File: src/rtl/mq_pkg.sv
package mq_pkg;
  typedef enum logic [1:0] {
    VIOL_NONE   = 2'd0,
    VIOL_STROBE = 2'd1,
    VIOL_NOPROG = 2'd2
  } mq_viol_e;
endpackage

File: src/rtl/mq_sel_pipe.sv
module mq_sel_pipe
  import mq_pkg::*;
#(
  parameter int QW     = 2,
  parameter int DEV_W  = 3,
  parameter int DEV_ID = 5,
  localparam int ADDR_W = QW + DEV_W
) (
  input  logic              clk,
  input  logic              rst_n,
  input  logic              addr_en,
  input  logic [ADDR_W-1:0] wr_addr,
  input  logic              flag_sel,
  input  logic              prog_done,
  output logic              sel_valid,
  output logic [QW-1:0]     sel_q,
  output logic              err
);
  mq_viol_e      viol;
  logic          take;
  logic          id_hit;
  logic          pend_v;
  logic          pend_hit;
  logic [QW-1:0] pend_q;

  always_comb begin
    viol = VIOL_NONE;
    if (addr_en && flag_sel)        viol = VIOL_STROBE;
    else if (addr_en && !prog_done) viol = VIOL_NOPROG;
  end

  assign take   = addr_en && (viol == VIOL_NONE);
  assign id_hit = (wr_addr[ADDR_W-1:QW] == DEV_W'(DEV_ID));

  // stage 1: captured address
  always_ff @(posedge clk or negedge rst_n) begin
    if (!rst_n) begin
      pend_v   <= 1'b0;
      pend_hit <= 1'b0;
      pend_q   <= '0;
    end else begin
      pend_v <= take;
      if (take) begin
        pend_hit <= id_hit;
        pend_q   <= wr_addr[QW-1:0];
      end
    end
  end

  // stage 2: selection in effect for writes
  always_ff @(posedge clk or negedge rst_n) begin
    if (!rst_n) begin
      sel_valid <= 1'b0;
      sel_q     <= '0;
    end else if (pend_v) begin
      sel_valid <= pend_hit;
      sel_q     <= pend_q;
    end
  end

  always_ff @(posedge clk or negedge rst_n) begin
    if (!rst_n)                 err <= 1'b0;
    else if (viol != VIOL_NONE) err <= 1'b1;
  end
endmodule

File: src/rtl/mq_queue.sv
module mq_queue #(
  parameter int DATA_W = 18,
  parameter int DEPTH  = 16,
  localparam int PW = (DEPTH > 1) ? $clog2(DEPTH) : 1,
  localparam int CW = $clog2(DEPTH + 1)
) (
  input  logic              clk,
  input  logic              rst_n,
  input  logic              push,
  input  logic              pop,
  input  logic [DATA_W-1:0] din,
  output logic [DATA_W-1:0] head,
  output logic [CW-1:0]     count,
  output logic              full,
  output logic              empty
);
  logic [DATA_W-1:0] mem [DEPTH];
  logic [PW-1:0]     wptr;
  logic [PW-1:0]     rptr;
  logic              do_push;
  logic              do_pop;

  function automatic logic [PW-1:0] bump(input logic [PW-1:0] p);
    return (p == PW'(DEPTH - 1)) ? '0 : p + 1'b1;
  endfunction

  assign full    = (count == CW'(DEPTH));
  assign empty   = (count == '0);
  assign do_push = push && !full;
  assign do_pop  = pop && !empty;
  assign head    = mem[rptr];

  always_ff @(posedge clk) begin
    if (do_push) mem[wptr] <= din;
  end

  always_ff @(posedge clk or negedge rst_n) begin
    if (!rst_n) begin
      wptr  <= '0;
      rptr  <= '0;
      count <= '0;
    end else begin
      if (do_push) wptr <= bump(wptr);
      if (do_pop)  rptr <= bump(rptr);
      case ({do_push, do_pop})
        2'b10:   count <= count + 1'b1;
        2'b01:   count <= count - 1'b1;
        default: count <= count;
      endcase
    end
  end
endmodule

File: src/rtl/mq_route.sv
module mq_route #(
  parameter int NUM_Q = 4,
  localparam int QW = (NUM_Q > 1) ? $clog2(NUM_Q) : 1
) (
  input  logic             sel_valid,
  input  logic [QW-1:0]    sel_q,
  input  logic             wr_en_n,
  input  logic [NUM_Q-1:0] q_full,
  output logic [NUM_Q-1:0] q_push,
  output logic             full_o
);
  for (genvar i = 0; i < NUM_Q; i++) begin : g_dec
    assign q_push[i] = sel_valid && !wr_en_n && (sel_q == QW'(i));
  end

  assign full_o = sel_valid && q_full[sel_q];
endmodule

File: src/rtl/mq_write_port.sv
module mq_write_port #(
  parameter int DATA_W = 18,
  parameter int NUM_Q  = 4,
  parameter int DEPTH  = 16,
  parameter int DEV_W  = 3,
  parameter int DEV_ID = 5,
  localparam int QW     = (NUM_Q > 1) ? $clog2(NUM_Q) : 1,
  localparam int ADDR_W = QW + DEV_W,
  localparam int CW     = $clog2(DEPTH + 1)
) (
  input  logic              clk,
  input  logic              rst_n,
  input  logic              addr_en,
  input  logic [ADDR_W-1:0] wr_addr,
  input  logic              wr_en_n,
  input  logic [DATA_W-1:0] wr_data,
  input  logic              flag_sel,
  input  logic              prog_done,
  output logic              full_o,
  output logic              err_o,
  input  logic [QW-1:0]     rd_q,
  input  logic              rd_pop,
  output logic [DATA_W-1:0] rd_data,
  output logic              rd_empty
);
  logic              sel_valid;
  logic [QW-1:0]     sel_q;
  logic [NUM_Q-1:0]  q_push;
  logic [NUM_Q-1:0]  q_pop;
  logic [NUM_Q-1:0]  q_full;
  logic [NUM_Q-1:0]  q_empty;
  logic [DATA_W-1:0] q_head [NUM_Q];
  logic [CW-1:0]     q_cnt  [NUM_Q];

  mq_sel_pipe #(.QW(QW), .DEV_W(DEV_W), .DEV_ID(DEV_ID)) u_sel (
    .clk       (clk),
    .rst_n     (rst_n),
    .addr_en   (addr_en),
    .wr_addr   (wr_addr),
    .flag_sel  (flag_sel),
    .prog_done (prog_done),
    .sel_valid (sel_valid),
    .sel_q     (sel_q),
    .err       (err_o)
  );

  mq_route #(.NUM_Q(NUM_Q)) u_route (
    .sel_valid (sel_valid),
    .sel_q     (sel_q),
    .wr_en_n   (wr_en_n),
    .q_full    (q_full),
    .q_push    (q_push),
    .full_o    (full_o)
  );

  for (genvar i = 0; i < NUM_Q; i++) begin : g_q
    assign q_pop[i] = rd_pop && (rd_q == QW'(i));
    mq_queue #(.DATA_W(DATA_W), .DEPTH(DEPTH)) u_queue (
      .clk   (clk),
      .rst_n (rst_n),
      .push  (q_push[i]),
      .pop   (q_pop[i]),
      .din   (wr_data),
      .head  (q_head[i]),
      .count (q_cnt[i]),
      .full  (q_full[i]),
      .empty (q_empty[i])
    );
  end

  assign rd_data  = q_head[rd_q];
  assign rd_empty = q_empty[rd_q];
endmodule

File: config.mk
export PLATFORM = sky130hd
export DESIGN_NAME = mq_write_port
export DESIGN_NICKNAME = d
export VERILOG_FILES = /design/src/rtl/mq_pkg.sv /design/src/rtl/mq_sel_pipe.sv /design/src/rtl/mq_queue.sv /design/src/rtl/mq_route.sv /design/src/rtl/mq_write_port.sv
export SDC_FILE = /design/constraint.sdc
export NUM_CORES = 1
export LEC_CHECK = 0
export BUFFER_PORTS_ARGS = -buffer_cell sky130_fd_sc_hd__buf_2
export CORE_UTILIZATION = 50
export CTS_CLUSTER_SIZE = 16
export DETAILED_ROUTE_END_ITERATION = 10
export GPL_TIMING_DRIVEN = 1
export PLACE_DENSITY = 0.7
export SYNTH_ARGS = -nofsm -noshare
export SYNTH_HDL_FRONTEND = slang
export SYNTH_SLANG_ARGS = --single-unit
File: constraint.sdc
create_clock -name clk -period 3.85 [get_ports clk]
set_input_delay 0 -clock clk [delete_from_list [all_inputs] [get_ports clk]]
set_output_delay 0 -clock clk [all_outputs]
set_load 0.005 [all_outputs]
==> results of run 1 <==
-- layout make-up --
cell class,count,area [sq um]
inverter,22,82.58
fill,7064,41060
multi-input combinational,1305,11430
sequential,1212,36110
antenna,1,2.502
clock inverter,64,714.4
timing repair buffer,179,1374
clock buffer,149,3075
tap,1265,1583
-- where the power goes --
part / switching (W) / leakage (nW) / internal [W]
registers: 0.000848 / 11.1 / 0.0147
logic: 0.00506 / 5.63 / 0.00369
clock network: 0.00472 / 1.86 / 0.00656
-- placed cells by master, fill, tap and decap left out, drive strengths merged, types with 3 or more instances in the layout --
cell	count
a21boi	18
nand4	19
and3	12
o2111ai	18
o211ai	20
dfrtp	60
and2	22
bufinv	14
mux2	34
inv	25
nor4	4
dlygate4sd3	29
a22oi	109
a31oi	5
xor2	13
o21ai	81
clkbuf	149
ha	36
and3b	4
nor2	40
a21o	10
and4	3
xnor2	16
nand3	48
or3	18
edfxtp	1152
nand2	143
buf	150
nand2b	24
nor2b	10
a221oi	38
o31ai	4
a21oi	34
mux2i	396
nor3	15
mux4	91
nand3b	5
clkinv	45
-- final timing paths --
check | to | cells after the start | slack [ns]
min in group clk | g_q[0].u_queue.mem[11][3] | 2 | 0.04
setup / recovery | rd_data[17] | 7 | 0.17
hold reg to reg | g_q[1].u_queue.rptr[3] | 1 | 0.54
max in group asynchronous | g_q[2].u_queue.rptr[1] | 3 | 2.82
hold / removal | g_q[1].u_queue.rptr[0] | 2 | 0.02
setup reg to reg | g_q[1].u_queue.count[4] | 12 | 0.50
-- through the flow --
step | utilization [%] | cell area [sq um] | setup WS [ns] | power [W] | hold WS (ns)
floorplan | - | 48350 | 0.9050 | 0.02173 | -0.2956
global placement | 52.69 | 50290 | 0.6519 | 0.02431 | 0.1846
detailed placement | 52.69 | 50290 | 0.6420 | 0.02454 | 0.1826
CTS | 56.97 | 54370 | 0.04431 | 0.03573 | 0.006327
global route | 56.97 | 54370 | 0.002338 | 0.03681 | 0.06398
finish | 56.98 | 54380 | 0.1673 | 0.03562 | 0.01793
-- per-layer routing --
layer | GRT usage [%] | up-vias | share of wire (%)
met4 | 6.563 | 4 | 2.2
met3 | 3.487 | 142 | 7.9
li1 | - | 11026 | -
met5 | 0 | - | 0.023
met2 | 37.58 | 1073 | 49
met1 | 32.54 | 13094 | 41
-- logic make-up (layout without fill, tap and decap cells) --
kind of cell	count (synthesis)	in the layout	share of synthesized area (%)
DFF	1212	1212	74.65
muxes	521	521	13.23
and+or+nand+nor	372	372	3.837
AOI/OAI and AO/OA	345	345	4.924
buffers and inverters	171	414	1.824
adders and majority gates	38	38	1.014
xor gates and xnor gates	29	29	0.5253
other	0	1	0
-- timing repair --
action | CTS | global route
setup buffers | 0 | 0
resized for setup | 0 | 2
endpoints found under the hold margin | 460 | 0
setup endpoints to repair | 0 | 2
hold buffers | 29 | 0
-- synthesized netlist by cell type, types with 18 or more instances --
master     instances
edfxtp_1        1152
mux2i_1          396
nand2_1          142
a22oi_1          109
mux4_2            91
buf_2             73
o21ai_0           68
dfrtp_1           60
nand3_1           48
a221oi_1          38
clkbuf_1          37
nor2_1            37
ha_1              36
a21oi_1           34
mux2_2            32
nand2b_1          24
and2_1            22
inv_1             21
o211ai_1          20
nand4_1           19
o2111ai_1         18
or3_1             18
-- worst max-delay path, cell delays in order (launching register included) --
cell and delay (ns):
dfrtp_4 0.90, buf_12 0.38, mux2i_1 0.36, a22oi_1 0.13, nand3_1 0.17, nand4_1 0.26, or3_1 0.58, buf_2 0.18
-- state kept, by name, summed over array words and instances (netlist names) --
name,count
u_sel.sel_valid,1
g_q.u_queue.count,20
u_sel.pend_q,2
g_q.u_queue.mem,1152
u_sel.pend_v,1
u_sel.err,1
u_sel.pend_hit,1
u_sel.sel_q,2
g_q.u_queue.wptr,16
g_q.u_queue.rptr,16
==> results.toml, run 1 <==
[timing]
final.setup.tns_ns = 0
fmax_mhz = 271.5
max_slew_margin_pct = 27.31
finalCriticalPeriod_ns = 3.683
setup_viol = 0
finalHoldViolCount = 0
post-route-period-util_pct = 95.66
maxSlewViolCount = 0
rsz0062_at_grt = "false"
finClkSkew_ns = 0.03960
worst_pin_slew_ns = 1.090

[flow_run]
timing.max_cap.violations = 0

[floorplanning]
core_sq_mm = 0.09544
die_h_um = 313.0
start_util_pct = 50.67
rows = 113
die_w_um = 313.0
io_pins = 53
dieArea_sq_mm = 0.09796

[clocking]
ctsRootBufferMaster = "clkbuf_16"
clkSinkCount = 1212
cts-buffers-inserted = 114
h-tree-depth = 3
cts_tree = "yes"
clockBufferDepth = 3
clk_latency_ns = 0.70
clkTransAtPathRegs_ns = 0.06

[drt]
first_pass_iters = 6
dr_total_vias = 25339
postRouteAntennaNets = 0
drtIter0Drc = 2951
via_per_inst = 6.037
drc = 0
wl_um = 113100
wl_per_cell_um = 26.96

[setup_path]
r2r_start = "g_q[1].u_queue.count[0]"
critPathRequiredTime_ns = 3.85
critPathLaunchType = "flop"
crit_start = "g_q[3].u_queue.rptr[1]"
cp_max_fo = 44
cp_data_arrival_time_ns = 3.68
criticalPathCategory = "flop to output pin"
cp-end-kind = "output pin"

[power_and_ir_drop]
ir_drop_uv = 467.1
p_leak_nw = 18.57
p_per_area_mw_per_mm2 = 655.1

[yosys]
syn_avg_cell_area_sq_um = 17.99
synth_top_cell_area_share_pct = 71.54
synth_top_area_cell = "edfxtp_1"
synth_area_leaders = "edfxtp_1 (72%), mux2i_1 (8.2%), mux4_2 (4.2%), dfrtp_1 (3.1%), a22oi_1 (1.7%)"
ys_warn_count = 0
synth_ff_type = "edfxtp_1"
synth_edf_count = 1152
synthCells = 2688
syn-num-nets = 2758
yosysUniqueCellTypes = 58
synth_seq_cells = 1212
synth_area_sq_mm = 0.04835
synthArstFlopShare_pct = 4.950
ys_seq_area_share_pct = 74.65

[placed_design]
hpwl_um = 69360
place_congestion = 0.8572
dp.cells = 3954
port_buffers = 52

[global_route]
grt_max_degree = 65
grt_usage_pct = 23.08
first_global_vias = 25309
overflow = 0
grt_pass1_wl_um = 166000
grt_antenna_before_repair = 5

[finish]
num-nets-final = 2904
area_delta_synth_final_pct = 12.45
drive_gt1_share_pct = 16.04
fin_cells = 4197

[status]
status = "complete, no violations"

[hold_path]
hp-class = "input port to async pin"
Note: power is estimated with default switching activity, not from simulation.
==> inputs of run 2 (changes only) <==
--- a/config.mk
+++ b/config.mk
@@ -10,7 +10,7 @@
 export CTS_CLUSTER_SIZE = 16
 export DETAILED_ROUTE_END_ITERATION = 10
 export GPL_TIMING_DRIVEN = 1
-export PLACE_DENSITY = 0.7
+export PLACE_DENSITY = 0.64
 export SYNTH_ARGS = -nofsm -noshare
 export SYNTH_HDL_FRONTEND = slang
 export SYNTH_SLANG_ARGS = --single-unit
==> results.toml, run 2 (synthesis results as in run 1) <==
[status]
status = "complete, but fails checks"
violations = "hold timing"

[placed_design]
place_area_sq_mm = 0.05033
place_congestion = 0.8450
hpwl_um = 70690
dp.cells = 3957
port_buffers = 52

[floorplanning]
start_util_pct = 50.67
core_sq_mm = 0.09544
die_h_um = 313.0
rows = 113
die_w_um = 313.0
io_pins = 53
dieArea_sq_mm = 0.09796

[finish]
fillers = 7195
top_register = "g_q.u_queue.mem"
drive_gt1_share_pct = 16.54
layout_commonest_cell = "edfxtp_1"
layout_common_cells = "edfxtp_1 (1152), mux2i_1 (396), nand2_1 (142)"
final_cell_area_sq_mm = 0.05451
num-nets-final = 2910
area_delta_synth_final_pct = 12.74
fin_cells = 4210
reg.largest.list = "g_q.u_queue.mem x1152, g_q.u_queue.count x20"
final_util_pct = 57.12
largest_reg_flops = 1152

[global_route]
grt_usage_pct = 23.88
overflow = 0
grt_antenna_before_repair = 2
grt_max_degree = 65
first_global_vias = 25240
grt_pass1_wl_um = 170200

[power_and_ir_drop]
p_leak_nw = 18.60
power_switching_w = 0.01082
p_int_w = 0.02503
p_comb_share_pct = 24.1
p_seq_share_pct = 43.8
ir_drop_uv = 448.2
p_per_area_mw_per_mm2 = 657.7
switching_share_pct = 30.18
clockPowerShare_pct = 32.1

[drt]
via_per_inst = 6.022
drtIter0Drc = 2577
drc = 0
dr_total_vias = 25351
postRouteAntennaNets = 0
wl_um = 116700
first_pass_iters = 6
wl_per_cell_um = 27.71

[timing]
fmax_mhz = 267.8
finalHoldViolCount = 22
finClkSkew_ns = 0.04115
max_slew_margin_pct = 23.99
final.setup.tns_ns = 0
rsz0062_at_grt = "false"
finalCriticalPeriod_ns = 3.734
post-route-period-util_pct = 97.00
whs_ns = -0.06503
setup_viol = 0
worst_pin_slew_ns = 1.140
maxSlewViolCount = 0

[setup_path]
critPathLaunchType = "flop"
r2r_start = "g_q[1].u_queue.count[0]"
criticalPathCategory = "flop to output pin"
r2r_cells = 12
cp_data_arrival_time_ns = 3.73
slowest_delay_ns = 0.97
cp-end-kind = "output pin"
cp_max_fo = 47
critPathRequiredTime_ns = 3.85
cpMaxStageDelayCell = "dfrtp_4"
crit_chain = "buf_12, buf_4, mux4_2, mux2i_1, o21ai_0, or3_1, buf_2"
crit_start = "g_q[0].u_queue.rptr[1]"

[clocking]
h-tree-depth = 3
cts_tree = "yes"
clk_latency_ns = 0.71
clkTransAtPathRegs_ns = 0.06
ctsRootBufferMaster = "clkbuf_16"
clockBufferDepth = 3
cts-buffers-inserted = 118
postCtsSetupBuffers = 0
clkSinkCount = 1212

[flow_run]
timing.max_cap.violations = 0

[hold_path]
hp-class = "input port to async pin"
-- run 2: cell count changes in the layout (fill, tap and decap cells not counted), sizes merged --
cell         delta
buf             +3
bufinv          -1
clkbuf          -4
clkinv          +8
clkinvlp        +9
dlygate4sd3     -1
inv             -1
-- run 2: worst paths after layout --
kind | end | slack [ns]
min in group clk | g_q[1].u_queue.mem[1][14] | 0
setup / recovery | rd_data[11] | 0.12
max in group asynchronous | g_q[3].u_queue.rptr[1] | 3.13
hold reg to reg | u_sel.sel_q[0] | 0.50
hold / removal | u_sel.pend_v | -0.07
setup reg to reg | g_q[1].u_queue.count[4] | 0.51
-- run 2: power groups by stage --
stage | logic, W | registers [W] | clock network (W)
2_1_floorplan | 0.00653 | 0.0152 | 0
3_3_place_gp | 0.00847 | 0.0159 | 0
3_5_place_dp | 0.00861 | 0.0160 | 0
4_1_cts | 0.00866 | 0.0157 | 0.0117
5_1_grt | 0.00918 | 0.0158 | 0.0122
6_report | 0.00863 | 0.0157 | 0.0115
-- run 2: timing repair --
item,in CTS,in global routing
hold buffers,28,0
gates resized for setup,0,1
endpoints found under the setup margin,0,5
endpoints found under the hold margin,490,0
-- run 2: metrics by stage --
stage	power [W]	worst slack (ns)	hold slack, ns
final	0.03586	0.1156	-0.06503
after global routing	0.03715	0.0002185	0.01442
after CTS	0.03607	0.009942	0.008980
after detailed placement	0.02460	0.6267	0.1660
after global placement	0.02441	0.6772	0.1461
after floorplan	0.02173	0.9050	-0.2956
-- run 2: layer usage --
| layer | track usage [%] | vias to the layer above | wire length (um) |
|---|---|---|---|
| li1 | - | 11038 | - |
| met1 | 34.65 | 13238 | 50440 |
| met2 | 37.85 | 926 | 55410 |
| met3 | 3.414 | 147 | 7812 |
| met4 | 7.029 | 2 | 2976 |
| met5 | 0 | - | 17 |
-- run 2: area by class of cell --
| cell class | count | area [sq um] | area share (%) |
|---|---|---|---|
| Antenna cell | 1 | 2.502 | 0.004591 |
| Inverter | 22 | 82.58 | 0.1515 |
| Sequential cell | 1212 | 36110 | 66.25 |
| Multi-Input combinational cell | 1305 | 11440 | 20.99 |
| Tap cell | 1265 | 1583 | 2.904 |
| Timing Repair Buffer | 181 | 1389 | 2.548 |
| Clock buffer | 145 | 3107 | 5.699 |
| Clock inverter | 79 | 792.0 | 1.453 |
-- run 2: worst max-delay path, delay by kind of cell (launching register included) --
kind	cells	cell delay [ns]
AOI/OAI and AO/OA	1	0.28
buffers and inverters	3	0.69
DFF	1	0.97
muxes	2	0.58
and+or+nand+nor	1	0.49
